$ cat src/rtl/thresh_alert_pkg.sv
package thresh_alert_pkg;
  localparam int NUM_CLASS = 2;
  localparam int SEL_W     = $clog2(2 * NUM_CLASS);

  typedef enum logic {CLS_CELL = 1'b0, CLS_AUX = 1'b1} cls_e;
  typedef enum logic {DIR_FALL = 1'b0, DIR_RISE = 1'b1} dir_e;

  typedef struct packed {
    logic valid;
    cls_e cls;
    dir_e dir;
  } evt_t;
endpackage

$ cat src/rtl/ta_reset_sync.sv
module ta_reset_sync #(
  parameter int STAGES = 2
) (
  input  logic clk,
  input  logic rst_n,
  output logic rst_sync_n
);
  logic [STAGES-1:0] chain_q;
  logic [STAGES-1:0] chain_d;

  always_comb begin
    chain_d = {chain_q[STAGES-2:0], 1'b1};
  end

  always_ff @(posedge clk or negedge rst_n) begin
    if (!rst_n) chain_q <= '0;
    else        chain_q <= chain_d;
  end

  assign rst_sync_n = chain_q[STAGES-1];
endmodule

$ cat src/rtl/ta_limit_bank.sv
module ta_limit_bank
  import thresh_alert_pkg::*;
#(
  parameter int LIM_W = 8
) (
  input  logic                            clk,
  input  logic                            rst_n,
  input  logic                            wr_en,
  input  logic [SEL_W-1:0]                wr_sel,
  input  logic [LIM_W-1:0]                wr_data,
  output logic [NUM_CLASS-1:0][LIM_W-1:0] hi_lim,
  output logic [NUM_CLASS-1:0][LIM_W-1:0] lo_lim,
  output logic [LIM_W-1:0]                rd_data
);
  for (genvar c = 0; c < NUM_CLASS; c++) begin : g_cls
    localparam logic [SEL_W-1:0] HI_CODE = SEL_W'(2 * c);
    localparam logic [SEL_W-1:0] LO_CODE = SEL_W'(2 * c + 1);
    logic             hi_en, lo_en;
    logic [LIM_W-1:0] hi_q, lo_q;

    always_comb begin
      hi_en = wr_en && (wr_sel == HI_CODE);
      lo_en = wr_en && (wr_sel == LO_CODE);
    end

    always_ff @(posedge clk or negedge rst_n) begin
      if (!rst_n) begin
        hi_q <= '1;
        lo_q <= '0;
      end else begin
        if (hi_en) hi_q <= wr_data;
        if (lo_en) lo_q <= wr_data;
      end
    end

    assign hi_lim[c] = hi_q;
    assign lo_lim[c] = lo_q;
  end

  always_comb begin
    if (wr_sel[0]) rd_data = lo_lim[wr_sel[SEL_W-1:1]];
    else           rd_data = hi_lim[wr_sel[SEL_W-1:1]];
  end
endmodule

$ cat src/rtl/ta_class_cmp.sv
module ta_class_cmp
  import thresh_alert_pkg::*;
#(
  parameter int VAL_W = 12,
  parameter int LIM_W = 8
) (
  input  logic [VAL_W-1:0]                value,
  input  logic [NUM_CLASS-1:0][LIM_W-1:0] hi_lim,
  input  logic [NUM_CLASS-1:0][LIM_W-1:0] lo_lim,
  output logic [NUM_CLASS-1:0]            over,
  output logic [NUM_CLASS-1:0]            under
);
  localparam int PAD_W = VAL_W - LIM_W;

  for (genvar c = 0; c < NUM_CLASS; c++) begin : g_cmp
    logic [VAL_W-1:0] hi_w, lo_w;
    always_comb begin
      hi_w     = {{PAD_W{1'b0}}, hi_lim[c]};
      lo_w     = {{PAD_W{1'b0}}, lo_lim[c]};
      over[c]  = (value >= hi_w);
      under[c] = (value <= lo_w);
    end
  end
endmodule

$ cat src/rtl/ta_event_gen.sv
module ta_event_gen
  import thresh_alert_pkg::*;
#(
  parameter int CHAN_W    = 4,
  parameter int CELL_LAST = 5,
  parameter int AUX_LAST  = 11
) (
  input  logic                 clk,
  input  logic                 rst_n,
  input  logic                 smp_valid,
  input  logic [CHAN_W-1:0]    smp_chan,
  input  logic [NUM_CLASS-1:0] over,
  input  logic [NUM_CLASS-1:0] under,
  output evt_t                 evt_q
);
  localparam logic [CHAN_W-1:0] CELL_MAX = CHAN_W'(CELL_LAST);
  localparam logic [CHAN_W-1:0] AUX_MAX  = CHAN_W'(AUX_LAST);

  logic in_range;
  cls_e cls;
  evt_t evt_d;
  logic load_en;

  always_comb begin
    in_range = (smp_chan <= AUX_MAX);
    cls      = (smp_chan > CELL_MAX) ? CLS_AUX : CLS_CELL;
    evt_d.cls   = cls;
    evt_d.dir   = over[cls] ? DIR_RISE : DIR_FALL;
    evt_d.valid = smp_valid && in_range && (over[cls] || under[cls]);
    load_en     = evt_d.valid;
  end

  always_ff @(posedge clk or negedge rst_n) begin
    if (!rst_n) begin
      evt_q.valid <= 1'b0;
      evt_q.cls   <= CLS_CELL;
      evt_q.dir   <= DIR_FALL;
    end else begin
      evt_q.valid <= evt_d.valid;
      if (load_en) begin
        evt_q.cls <= evt_d.cls;
        evt_q.dir <= evt_d.dir;
      end
    end
  end
endmodule

$ cat src/rtl/thresh_alert_top.sv
module thresh_alert_top
  import thresh_alert_pkg::*;
#(
  parameter int CHAN_W    = 4,
  parameter int VAL_W     = 12,
  parameter int LIM_W     = 8,
  parameter int CELL_LAST = 5,
  parameter int AUX_LAST  = 11
) (
  input  logic              clk,
  input  logic              rst_n,
  input  logic              smp_valid,
  input  logic [CHAN_W-1:0] smp_chan,
  input  logic [VAL_W-1:0]  smp_value,
  input  logic              cfg_we,
  input  logic [SEL_W-1:0]  cfg_sel,
  input  logic [LIM_W-1:0]  cfg_wdata,
  output logic [LIM_W-1:0]  cfg_rdata,
  output logic              evt_valid,
  output logic              evt_class,
  output logic              evt_dir
);
  logic                            rst_sync_n;
  logic [NUM_CLASS-1:0][LIM_W-1:0] hi_lim;
  logic [NUM_CLASS-1:0][LIM_W-1:0] lo_lim;
  logic [NUM_CLASS-1:0]            over;
  logic [NUM_CLASS-1:0]            under;
  evt_t                            evt_q;

  ta_reset_sync #(.STAGES(2)) u_rst (
    .clk        (clk),
    .rst_n      (rst_n),
    .rst_sync_n (rst_sync_n)
  );

  ta_limit_bank #(.LIM_W(LIM_W)) u_lim (
    .clk     (clk),
    .rst_n   (rst_sync_n),
    .wr_en   (cfg_we),
    .wr_sel  (cfg_sel),
    .wr_data (cfg_wdata),
    .hi_lim  (hi_lim),
    .lo_lim  (lo_lim),
    .rd_data (cfg_rdata)
  );

  ta_class_cmp #(.VAL_W(VAL_W), .LIM_W(LIM_W)) u_cmp (
    .value  (smp_value),
    .hi_lim (hi_lim),
    .lo_lim (lo_lim),
    .over   (over),
    .under  (under)
  );

  ta_event_gen #(
    .CHAN_W    (CHAN_W),
    .CELL_LAST (CELL_LAST),
    .AUX_LAST  (AUX_LAST)
  ) u_evt (
    .clk       (clk),
    .rst_n     (rst_sync_n),
    .smp_valid (smp_valid),
    .smp_chan  (smp_chan),
    .over      (over),
    .under     (under),
    .evt_q     (evt_q)
  );

  assign evt_valid = evt_q.valid;
  assign evt_class = evt_q.cls;
  assign evt_dir   = evt_q.dir;
endmodule

$ cat config.mk
export PLATFORM = sky130hd
export DESIGN_NAME = thresh_alert_top
export DESIGN_NICKNAME = d
export VERILOG_FILES = /design/src/rtl/thresh_alert_pkg.sv /design/src/rtl/ta_reset_sync.sv /design/src/rtl/ta_limit_bank.sv /design/src/rtl/ta_class_cmp.sv /design/src/rtl/ta_event_gen.sv /design/src/rtl/thresh_alert_top.sv
export SDC_FILE = /design/constraint.sdc
export NUM_CORES = 1
export LEC_CHECK = 0
export ABC_AREA = 1
export BUFFER_PORTS_ARGS = -buffer_cell sky130_fd_sc_hd__clkbuf_2
export CORE_UTILIZATION = 51
export DETAILED_ROUTE_END_ITERATION = 6
export HOLD_SLACK_MARGIN = 0.15
export PLACE_DENSITY = 0.73
export SLEW_MARGIN = 0
export SYNTH_ARGS = -nofsm -noshare
export SYNTH_HDL_FRONTEND = slang
export SYNTH_HIERARCHICAL = 1
export SYNTH_SLANG_ARGS = --single-unit
$ cat constraint.sdc
create_clock -name clk -period 1.32 [get_ports clk]
set_input_delay 0 -clock clk [delete_from_list [all_inputs] [get_ports clk]]
set_output_delay 0 -clock clk [all_outputs]
set_load 0.02 [all_outputs]
==> metrics <==
crit end category flip-flop; leakage approximately 2.1 nW; post-DP HPWL 5300 um; Initial DRC Count around 220; number of synthesized flops with an enable pin 0; initial antenna violation count 0; Layout Nets 560; Pre-antenna DRT Iters 5; share of cells above drive strength 1 0.349; post-synthesis cell count between 300 and 400; RSZ-0062 raised after global routing true; GRT Residual Overflow 0; YS warnings 6; Setup crit start u_lim/g_cls[0].hi_q[6]; syn avg cell area between 6 and 7 sq um; crit path time final 1.72 ns; Area Growth Syn to Fin 43.1%; IO Count 41; Slowest Stage Delay on Critical Path 0.55 ns; Die Wd around 75 um; Die H roughly 75 um; final design utilization 0.765; r2r setup slk -0.40 ns; area leader, netlist nand2_1; routed vias slightly below 3000; antenna cells 0; final WL approximately 8000 um; clk_skew a little over 0.007 ns; hold path startpoint cfg_sel[0]; CTS buffer count 5; Reg power frac 0.360; Final setup violation count 7; #FFs+latches synth 37; Post-DP Area 0.00337 sq mm; H-tree depth 2; Tot GR Track Use 0.282; most common cell after layout, fill and taps aside nand2_1; hold depth 4; r2r startpoint u_lim/g_cls[0].hi_q[6]; Min-Delay Endpoint u_lim/g_cls[1].hi_q[4]; Max VDD drop about 0.00069 V; CTS root buf clkbuf_8; first-pass GRT wire length between 10000 and 15000 um; post-synth cell types 27; Slew Limit Fails 0; R2R cell count 12; critical path class reg -> reg; initial core utilization 0.535; most frequent cells in the layout nand2_1, inv_1, buf_4; DRC violations left 0; clk slew on worst S/H paths 0.08 ns; Max Freq roughly 580 MHz; Yosys top cell area share 0.253; final instance area roughly 0.0039 sq mm; failing checks negative setup slack; Async S/R FF share, synth 1.00; largest net degree at the start of global routing 36; FILL cells 377; final hold vios 0; Hold Slack roughly 0.17 ns; Netlist Area Pre-Place 0.00275 sq mm; Hold Crit Class in -> reg; core area 0.00514 sq mm; pwr dens 1050 mW/mm^2; sequential element share of the synthesized area 0.344; multi-input logic area 0.00176 sq mm; CTS sink cnt 37; Power Internal 2.65 mW; Area contributors post-synth nand2_1, dfrtp_1, dfstp_2, ha_1, inv_1; Primary FF master, synth dfrtp_1; CP Data Arrival Time around 1.9 ns; CP Max Fanout 3; DRT antenna net count 0; vias per inst about 5.1; max cap viols 0; Net Switching approximately 1.5 mW; worst-path cell chain inv_1, ha_1, nand2_2, nor2_2, nor3_2, nand2_1, inv_2, nand3_2, nand3_2, nand2_2, nand2_1, nand2_1; drt wl/cell 13.9 um; RR Endpoint u_evt/evt_q[1]; Max Buffers Root-to-Sink 2; status finished, violations left; routability cong. 0.887; clock power share 0.206; critical path's slowest cell dfstp_2; Sw Ratio 0.355; CTS tree yes; Crit path top cell by count nand2_1; FF+latch area approximately 950 sq um; Comb pwr share 0.434; vias in the first global route approximately 2600; die area approximately 0.0057 sq mm; Final period util 1.30; Port Buf Inserts 39; Net Count, Synth 460; final worst slack -0.400 ns; CP Data Required Time between 1.5 and 2 ns; # rows 26; clk_lat worst skew 0.29 ns; Worst setup SP type flip-flop
cell type report:
cell class	instances	area share
clock buffer	8	0.0229
inverter	60	0.0573
multi-input combinational	293	0.449
sequential	37	0.241
tap	70	0.0223
timing repair buffer	101	0.208
power by group through the flow:
stage	clock, mW	combinational [mW]	sequential [mW]
global route	0.910	1.97	1.50
global placement	0	1.38	1.47
floorplan	0	0.799	1.51
detailed placement	0	1.42	1.48
finish	0.845	1.78	1.48
CTS	0.862	1.58	1.47
kinds of logic (layout without fill, tap and decap cells):
| kind of cell | count (synthesis) | after routing | share of synthesized area |
|---|---|---|---|
| AO/OA/AOI/OAI | 19 | 19 | 0.0378 |
| adder cells (fa/ha/maj) | 32 | 32 | 0.146 |
| buffers and inverters | 68 | 169 | 0.0965 |
| flip-flops | 37 | 37 | 0.344 |
| other | 1 | 1 | 0.00136 |
| AND/OR/NAND/NOR | 241 | 241 | 0.374 |
stage by stage:
step | total power, mW | setup WS, ns | setup TNS (ns) | instances
5_1_grt | 4.38 | -0.489 | -1.96 | 569
3_5_place_dp | 2.90 | -0.378 | -0.965 | 541
2_1_floorplan | 2.31 | -0.287 | -0.691 | 398
4_1_cts | 3.91 | -0.326 | -0.865 | 565
6_report | 4.11 | -0.400 | -1.31 | 569
3_3_place_gp | 2.85 | -0.329 | -0.853 | 541
metal layers:
layer | routed length (um) | GRT usage
met2 | 3840 | 0.468
met3 | 485 | 0.0357
met4 | 108 | 0.0700
met1 | 3450 | 0.391
met5 | 0 | 0
synth_stat cells (2+ instances only):
| library cell | count |
|---|---|
| a21oi_1 | 8 |
| buf_2 | 5 |
| dfrtp_1 | 21 |
| dfstp_2 | 16 |
| ha_1 | 32 |
| inv_1 | 57 |
| inv_2 | 3 |
| nand2_1 | 185 |
| nand2_2 | 3 |
| nand3_1 | 28 |
| nand3_2 | 4 |
| nand3b_1 | 2 |
| nand4_1 | 2 |
| nor2_1 | 6 |
| nor2_2 | 6 |
| nor3_2 | 2 |
| o21ai_1 | 8 |
registers in the layout (all words and copies together), names as in the netlist:
signal            cells
u_lim/g_cls.hi_q     16
u_lim/g_cls.lo_q     16
u_evt/evt_q           3
u_rst/chain_q         2
worst max-delay path: cells and delay by family, from the launching register on:
| kind | cells | cell delay [ns] |
|---|---|---|
| adders and majority gates | 1 | 0.28 |
| DFF | 1 | 0.55 |
| and+or+nand+nor | 9 | 0.67 |
| buffers and inverters | 2 | 0.11 |
worst max-delay path by stage:
stage	endpoint	slack, ns
finish	u_evt/evt_q[1]	-0.40
global route	u_evt/evt_q[1]	-0.49
CTS	u_evt/evt_q[1]	-0.33
detailed placement	u_evt/evt_q[1]	-0.38
global placement	u_evt/evt_q[1]	-0.33
floorplan	u_evt/evt_q[1]	-0.29
repair_timing:
item	4_1_cts	5_1_grt
gates cloned	0	0
pin swaps	14	17
hold buffers	16	0
gates resized for setup	29	41
setup buffers	0	5
hold endpoints to repair	37	0
setup endpoints to repair	10	12
(Power assumes the default switching activity.)
